### config.mk
export PLATFORM = sky130hd
export DESIGN_NAME = ctl_cfg_smbus_slave
export DESIGN_NICKNAME = d
export VERILOG_FILES = /design/src/rtl/ctlreg_pkg.sv /design/src/rtl/smb_line_sync.sv /design/src/rtl/smb_link_fsm.sv /design/src/rtl/cfg_regfile.sv /design/src/rtl/ctl_cfg_smbus_slave.sv
export SDC_FILE = /design/constraint.sdc
export NUM_CORES = 1
export LEC_CHECK = 0
export BUFFER_PORTS_ARGS = -buffer_cell sky130_fd_sc_hd__buf_4
export CORE_UTILIZATION = 59
export CTS_CLUSTER_DIAMETER = 150
export CTS_CLUSTER_SIZE = 24
export DETAILED_ROUTE_END_ITERATION = 10
export PLACE_DENSITY = 0.77
export SYNTH_ARGS = -nofsm -noshare
export SYNTH_HDL_FRONTEND = slang
export SYNTH_SLANG_ARGS = --single-unit
### constraint.sdc
create_clock -name clk -period 2.7 [get_ports clk]
set_input_delay 0.405 -clock clk [delete_from_list [all_inputs] [get_ports clk]]
set_output_delay 0.405 -clock clk [all_outputs]
set_load 0.02 [all_outputs]
### src/rtl/ctlreg_pkg.sv
package ctlreg_pkg;

  localparam int STRAP_W    = 3;
  localparam int STRAP_IDX  = 6;
  localparam int VENDOR_IDX = 7;

  typedef enum logic [2:0] {
    ST_IDLE,
    ST_ADDR,
    ST_CMD,
    ST_CNT,
    ST_WDATA,
    ST_RDATA,
    ST_DONE
  } link_st_t;

  // value loaded into a register by reset
  function automatic logic [7:0] reset_value(input int idx, input logic [STRAP_W-1:0] strap);
    case (idx)
      0:       return 8'hFF;
      1:       return 8'hF6;
      2:       return 8'hFF;
      3:       return 8'h00;
      4:       return 8'h07;
      5:       return 8'h00;
      6:       return {5'b00011, strap};
      7:       return 8'h28;
      default: return 8'h00;
    endcase
  endfunction

  // bits a write may change
  function automatic logic [7:0] write_mask(input logic [6:0] idx);
    if (idx == 7'(STRAP_IDX))  return 8'hF8;
    if (idx == 7'(VENDOR_IDX)) return 8'h00;
    return 8'hFF;
  endfunction

endpackage

### src/rtl/smb_line_sync.sv
module smb_line_sync #(
  parameter int STAGES = 2
) (
  input  logic clk,
  input  logic rst,
  input  logic scl_i,
  input  logic sda_i,
  output logic scl_lvl,
  output logic sda_lvl,
  output logic scl_rise,
  output logic scl_fall,
  output logic start_ev,
  output logic stop_ev
);

  logic [STAGES-1:0] scl_ff, sda_ff;
  logic scl_d, sda_d;

  assign scl_d = scl_ff[STAGES-1];
  assign sda_d = sda_ff[STAGES-1];

  always_ff @(posedge clk) begin
    if (rst) begin
      scl_ff <= '1;
      sda_ff <= '1;
    end else begin
      scl_ff[0] <= scl_i;
      sda_ff[0] <= sda_i;
      for (int i = 1; i < STAGES; i++) begin
        scl_ff[i] <= scl_ff[i-1];
        sda_ff[i] <= sda_ff[i-1];
      end
    end
  end

  // events registered together with the levels they describe
  always_ff @(posedge clk) begin
    if (rst) begin
      scl_lvl  <= 1'b1;
      sda_lvl  <= 1'b1;
      scl_rise <= 1'b0;
      scl_fall <= 1'b0;
      start_ev <= 1'b0;
      stop_ev  <= 1'b0;
    end else begin
      scl_lvl  <= scl_d;
      sda_lvl  <= sda_d;
      scl_rise <= scl_d & ~scl_lvl;
      scl_fall <= ~scl_d & scl_lvl;
      start_ev <= scl_d & scl_lvl & sda_lvl & ~sda_d;
      stop_ev  <= scl_d & scl_lvl & ~sda_lvl & sda_d;
    end
  end

endmodule

### src/rtl/smb_link_fsm.sv
module smb_link_fsm
  import ctlreg_pkg::*;
#(
  parameter logic [6:0] ADDR7 = 7'h69,
  parameter int         NREG  = 8
) (
  input  logic       clk,
  input  logic       rst,
  input  logic       scl_lvl,
  input  logic       sda_lvl,
  input  logic       scl_rise,
  input  logic       scl_fall,
  input  logic       start_ev,
  input  logic       stop_ev,
  input  logic [7:0] rd_data,
  output logic       sda_drv,
  output logic [6:0] rd_idx,
  output logic       wr_en,
  output logic [6:0] wr_idx,
  output logic [7:0] wr_data
);

  localparam logic [7:0] CNT_BYTE = 8'(NREG);

  link_st_t   st;
  logic [3:0] bitn;
  logic [7:0] shreg;
  logic       tx, in_ack, ack_en, blk, cnt_pend;
  logic [6:0] ptr, ptr_inc;
  logic [7:0] rx_byte, tx_byte;
  logic       active;

  always_comb begin
    rx_byte = {shreg[6:0], sda_lvl};
    tx_byte = cnt_pend ? CNT_BYTE : rd_data;
    ptr_inc = (ptr == 7'h7F) ? ptr : ptr + 7'd1;
    active  = (st != ST_IDLE) && (st != ST_DONE);
  end

  assign rd_idx = ptr;

  always_ff @(posedge clk) begin
    if (rst) begin
      st       <= ST_IDLE;
      bitn     <= 4'd0;
      shreg    <= 8'h00;
      tx       <= 1'b0;
      in_ack   <= 1'b0;
      ack_en   <= 1'b0;
      blk      <= 1'b1;
      cnt_pend <= 1'b0;
      ptr      <= 7'd0;
      sda_drv  <= 1'b0;
      wr_en    <= 1'b0;
      wr_idx   <= 7'd0;
      wr_data  <= 8'h00;
    end else begin
      wr_en <= 1'b0;
      if (stop_ev || start_ev) begin
        st      <= stop_ev ? ST_IDLE : ST_ADDR;
        bitn    <= 4'd0;
        tx      <= 1'b0;
        in_ack  <= 1'b0;
        sda_drv <= 1'b0;
      end else if (active) begin
        if (scl_rise) begin
          if (bitn < 4'd8) begin
            bitn <= bitn + 4'd1;
            if (!tx) begin
              shreg <= rx_byte;
              if (bitn == 4'd7) begin
                ack_en <= 1'b1;
                case (st)
                  ST_ADDR: begin
                    if (rx_byte[7:1] == ADDR7) begin
                      if (rx_byte[0]) begin
                        st       <= ST_RDATA;
                        cnt_pend <= blk;
                      end else begin
                        st <= ST_CMD;
                      end
                    end else begin
                      ack_en <= 1'b0;
                      st     <= ST_DONE;
                    end
                  end
                  ST_CMD: begin
                    blk <= ~rx_byte[7];
                    ptr <= rx_byte[7] ? rx_byte[6:0] : 7'd0;
                    st  <= rx_byte[7] ? ST_WDATA : ST_CNT;
                  end
                  ST_CNT: st <= ST_WDATA;
                  ST_WDATA: begin
                    wr_en   <= 1'b1;
                    wr_idx  <= ptr;
                    wr_data <= rx_byte;
                    ptr     <= ptr_inc;
                  end
                  default: ack_en <= 1'b0;
                endcase
              end
            end
          end else if (tx) begin
            // master acknowledge slot of a read byte
            if (!sda_lvl) begin
              if (cnt_pend) cnt_pend <= 1'b0;
              else          ptr      <= ptr_inc;
            end else begin
              st     <= ST_DONE;
              tx     <= 1'b0;
              in_ack <= 1'b0;
              bitn   <= 4'd0;
            end
          end
        end else if (scl_fall) begin
          if (bitn == 4'd8 && !in_ack) begin
            in_ack  <= 1'b1;
            sda_drv <= !tx && ack_en;
          end else if (bitn == 4'd8) begin
            in_ack <= 1'b0;
            bitn   <= 4'd0;
            if (st == ST_RDATA) begin
              tx      <= 1'b1;
              shreg   <= tx_byte;
              sda_drv <= ~tx_byte[7];
            end else begin
              tx      <= 1'b0;
              sda_drv <= 1'b0;
            end
          end else if (tx && bitn != 4'd0) begin
            sda_drv <= ~shreg[3'd7 - bitn[2:0]];
          end
        end
      end
    end
  end


  sda_quiet_high_chk: assert property (@(posedge clk) disable iff (rst)
    !$stable(sda_drv) |-> !scl_lvl);


  tx_in_read_chk: assert property (@(posedge clk) disable iff (rst)
    tx |-> (st == ST_RDATA));


  start_clears_chk: assert property (@(posedge clk) disable iff (rst)
    start_ev |=> (bitn == 4'd0 && !tx && st == ST_ADDR));

endmodule

### src/rtl/cfg_regfile.sv
module cfg_regfile
  import ctlreg_pkg::*;
#(
  parameter int NREG = 8
) (
  input  logic               clk,
  input  logic               rst,
  input  logic [STRAP_W-1:0] strap_i,
  input  logic               wr_en,
  input  logic [6:0]         wr_idx,
  input  logic [7:0]         wr_data,
  input  logic [6:0]         rd_idx,
  output logic [7:0]         rd_data,
  output logic [8*NREG-1:0]  cfg_flat_o
);

  localparam int         IW     = (NREG > 1) ? $clog2(NREG) : 1;
  localparam logic [7:0] NREG_B = 8'(NREG);

  logic [7:0] regs [NREG];
  logic [7:0] wmask;
  logic       wr_hit, rd_hit;

  always_comb begin
    wmask  = write_mask(wr_idx);
    wr_hit = wr_en && ({1'b0, wr_idx} < NREG_B);
    rd_hit = {1'b0, rd_idx} < NREG_B;
  end

  always_ff @(posedge clk) begin
    if (rst) begin
      for (int i = 0; i < NREG; i++) regs[i] <= reset_value(i, strap_i);
    end else if (wr_hit) begin
      regs[wr_idx[IW-1:0]] <= (wr_data & wmask) | (regs[wr_idx[IW-1:0]] & ~wmask);
    end
  end

  always_ff @(posedge clk) begin
    if (rst) rd_data <= 8'h00;
    else     rd_data <= rd_hit ? regs[rd_idx[IW-1:0]] : 8'h00;
  end

  for (genvar g = 0; g < NREG; g++) begin : g_flat
    assign cfg_flat_o[8*g +: 8] = regs[g];
  end


  oob_write_chk: assert property (@(posedge clk) disable iff (rst)
    (wr_en && ({1'b0, wr_idx} >= NREG_B)) |=> $stable(cfg_flat_o));

  if (NREG > VENDOR_IDX) begin : g_ro_chk

    vendor_ro_chk: assert property (@(posedge clk) disable iff (rst)
      $stable(cfg_flat_o[8*VENDOR_IDX +: 8]));

    strap_ro_chk: assert property (@(posedge clk) disable iff (rst)
      $stable(cfg_flat_o[8*STRAP_IDX +: STRAP_W]));
  end

endmodule

### src/rtl/ctl_cfg_smbus_slave.sv
module ctl_cfg_smbus_slave
  import ctlreg_pkg::*;
#(
  parameter logic [6:0] ADDR7       = 7'h69,
  parameter int         NREG        = 8,
  parameter int         SYNC_STAGES = 2
) (
  input  logic               clk,
  input  logic               rst,
  input  logic               scl_i,
  input  logic               sda_i,
  output logic               sda_o,
  output logic               sda_oe_o,
  input  logic [STRAP_W-1:0] strap_i,
  output logic [8*NREG-1:0]  cfg_o
);

  logic       scl_lvl, sda_lvl, scl_rise, scl_fall, start_ev, stop_ev;
  logic [7:0] rd_data, wr_data;
  logic [6:0] rd_idx, wr_idx;
  logic       wr_en;

  smb_line_sync #(.STAGES(SYNC_STAGES)) u_sync (
    .clk      (clk),
    .rst      (rst),
    .scl_i    (scl_i),
    .sda_i    (sda_i),
    .scl_lvl  (scl_lvl),
    .sda_lvl  (sda_lvl),
    .scl_rise (scl_rise),
    .scl_fall (scl_fall),
    .start_ev (start_ev),
    .stop_ev  (stop_ev)
  );

  smb_link_fsm #(.ADDR7(ADDR7), .NREG(NREG)) u_link (
    .clk      (clk),
    .rst      (rst),
    .scl_lvl  (scl_lvl),
    .sda_lvl  (sda_lvl),
    .scl_rise (scl_rise),
    .scl_fall (scl_fall),
    .start_ev (start_ev),
    .stop_ev  (stop_ev),
    .rd_data  (rd_data),
    .sda_drv  (sda_oe_o),
    .rd_idx   (rd_idx),
    .wr_en    (wr_en),
    .wr_idx   (wr_idx),
    .wr_data  (wr_data)
  );

  cfg_regfile #(.NREG(NREG)) u_regs (
    .clk        (clk),
    .rst        (rst),
    .strap_i    (strap_i),
    .wr_en      (wr_en),
    .wr_idx     (wr_idx),
    .wr_data    (wr_data),
    .rd_idx     (rd_idx),
    .rd_data    (rd_data),
    .cfg_flat_o (cfg_o)
  );

  assign sda_o = 1'b0;

endmodule

==> impl_metrics.py <==
metrics = {
    "outcome": {
        "status": "complete, no violations",
    },
    "sta": {
        "setup_viol": 0,
        "fmax_mhz": 425,
        "final-hold-violation-count": 0,
        "fin_skew_ps": 6.22,
        "relSlewSlack_pct": 54.0,
        "timing.setup.tns_ps": 0,
        "maxSlewViolCount": 0,
        "period_share_pct": 87.1,
        "rsz0062_at_grt": "false",
        "fin_ws_ps": 348,
        "post-route-min-period_ps": 2350,
        "whs_ps": 171,
        "tightest_slew_ps": 681,
    },
    "detailed_routing": {
        "routedWlPerCell_um": 23.1,
        "first_pass_iters": 7,
        "antenna_left": 0,
        "via_per_inst": 6.70,
        "drc": 0,
        "wirelength_mm": 18.6,
        "vias": 5400,
        "dr.first_iter.drc_count": 689,
    },
    "yosys": {
        "yosysUniqueCellTypes": 80,
        "yosysWarnings": 0,
        "synth_nets": 602,
        "ys.flop_type": "dfxtp_1",
        "ys_seq_elements": 129,
        "syn-cell-area_sq_um": 6700,
        "synth_cells": 590,
        "synth-async-reset-ratio_pct": 0,
        "ys_seq_area_share_pct": 48.1,
        "synth-edff-count": 64,
        "avgSynthCellArea_sq_um": 11.4,
    },
    "place": {
        "hpwl_mm": 12.9,
        "gp_routability_congestion": 0.896,
        "dpl.cell_count": 774,
        "post_dp_cell_area_sq_um": 7320,
        "io_buffers": 71,
        "pre_cts_ws_ps": 429,
    },
    "cells_and_area": {
        "post-route-cell-area_sq_um": 7930,
        "fillers": 758,
        "drive_gt1_share_pct": 28.7,
        "num-nets-final": 665,
        "area_growth_pct": 18.4,
        "fin_util_pct": 72.5,
        "num_antenna_cells": 0,
        "fin_cells": 806,
    },
    "global_route": {
        "grt.overflow.total": 0,
        "grt_pass1_vias": 5021,
        "grt_max_degree": 25,
        "grt_usage_pct": 33.3,
        "grt_pass1_wl_mm": 28.3,
        "antenna_found_initial": 0,
    },
    "worst_setup_path": {
        "worstPathRequired_ps": 2840,
        "reg2reg_slack_ps": 350,
        "cp_num_buf_inv": 0,
        "cp_slowest_cell": "dfxtp_1",
        "crit_arrival_ps": 2500,
        "endpoint_kind": "flip-flop",
        "path_cells": "mux4_2 > mux2_2 > mux2i_1 > nor2b_1",
        "start_kind": "flip-flop",
        "critPathMaxFanout": 11,
        "crit_family": "multiplexers",
        "slowest_delay_ps": 770,
        "r2r_cells": 4,
        "path_class": "flip-flop to flip-flop",
        "crit-reg2reg-capture": "u_regs.regs[6][5]",
    },
    "clock_network": {
        "cts_resized": 0,
        "cts-hold-fix-buffers": 0,
        "cts.sinks": 129,
        "cts_made_buffers": 17,
        "cts.path.max_buffers": 2,
        "ctsRootBufferMaster": "clkbuf_16",
        "worstSkewPairLatency_ps": 420,
        "cts_tree": "yes",
        "post_cts_buffers": 0,
        "clk_pin_slew_ps": 50,
        "htreeDepth": 4,
    },
    "job": {
        "cap_viol_max_count": 0,
    },
    "worst_hold_path": {
        "hp-class": "primary input to flip-flop",
        "hp-start": "scl_i",
        "hold_depth": 2,
        "min_to": "u_sync.scl_ff[0]",
    },
    "die": {
        "die_h_um": 109,
        "row_count": 38,
        "die_w_um": 109,
        "io_pins": 73,
        "start_util_pct": 61.2,
        "core_sq_um": 10900,
        "die_area_sq_um": 11800,
    },
    "pwr": {
        "p_leak_nw": 2.81,
        "power.total_mw": 4.82,
        "vdd_drop_max_mv": 0.448,
        "power_density_nw_per_um2": 609,
    },
}
==> report_power, final <==
| group | switching, mW | internal [mW] | total [mW] | leakage [nW] |
|---|---|---|---|---|
| clock network | 0.845 | 1.52 | 2.36 | 0.301 |
| registers | 0.0560 | 2.12 | 2.17 | 1.15 |
| logic | 0.167 | 0.124 | 0.291 | 1.35 |
==> flip-flops by register name, summed over array words and instances (netlist names), 2 cells and up, named ones only <==
register,count
u_regs.rd_data,8
u_link.wr_idx,7
u_link.wr_data,8
u_sync.sda_ff,2
u_link.shreg,8
u_link.rd_idx,7
u_sync.scl_ff,2
u_link.st,3
u_regs.regs,64
u_link.bitn,4
==> layout by cell type, fill, tap and decap left out, types with 10 or more instances in the layout <==
cell type / instances
mux2i_1: 29
edfxtp_1: 64
mux4_2: 32
buf_4: 87
nand2_1: 46
nand3_1: 12
nand2b_1: 22
o21ai_0: 14
nor2b_1: 10
or2_2: 17
inv_1: 12
dfxtp_1: 65
nor2_1: 53
a21oi_1: 26
clkbuf_16: 19
==> per-layer routing <==
| layer | routed length [um] | up-vias | global-route usage [%] |
|---|---|---|---|
| met3 | 2200 | 43 | 10.3 |
| met4 | 432 | 0 | 11.8 |
| li1 | - | 2364 | - |
| met5 | 0 | - | 0 |
| met1 | 7780 | 2639 | 48.1 |
| met2 | 8200 | 354 | 47.1 |
==> cells in the mapped netlist (14+ instances only) <==
| library cell | count | area share, % |
|---|---|---|
| o21ai_0 | 14 | 1.0 |
| mux4_2 | 32 | 11 |
| or2_2 | 17 | 1.6 |
| edfxtp_1 | 64 | 29 |
| dfxtp_1 | 65 | 19 |
| nand2_1 | 46 | 2.6 |
| nor2_1 | 53 | 3.0 |
| nand2b_1 | 22 | 2.1 |
| mux2i_1 | 29 | 4.3 |
| a21oi_1 | 26 | 1.9 |
| clkbuf_1 | 20 | 1.1 |
==> logic make-up after synthesis <==
group / count (synthesis) / share of synthesized area (%)
compound gates: 111 / 12.0
xor+xnor: 1 / 0.411
fa+ha+maj: 5 / 0.934
buf+inv: 57 / 3.92
flops: 129 / 48.1
mux: 64 / 15.6
other cells: 1 / 0.0560
simple gates: 222 / 19.0
==> cell type report <==
cell class              instances  area (sq um)  share of cell area [%]
clock inverters                 8          97.6                    1.23
clock buffers                  24           514                    6.49
repair buffers                 87           653                    8.24
inverters                      14          52.6                   0.663
flip-flops and latches        129          3220                    40.7
multi-input cells             404          3210                    40.5
well taps                     140           175                    2.21
==> worst max-delay path by stage <==
stage / from / end / slack (ps) / cells past startpoint
after floorplan: rst / u_regs.regs[3][0] / 640 / 6
after global placement: flip-flop / u_regs.regs[4][5] / 520 / 4
after detailed placement: flip-flop / u_regs.regs[6][5] / 430 / 4
after CTS: flip-flop / u_regs.regs[6][5] / 420 / 4
after global routing: u_link.bitn[1] / u_link.wr_idx[1] / 320 / 5
final: flip-flop / u_regs.regs[6][5] / 350 / 4
(Power assumes the default switching activity.)
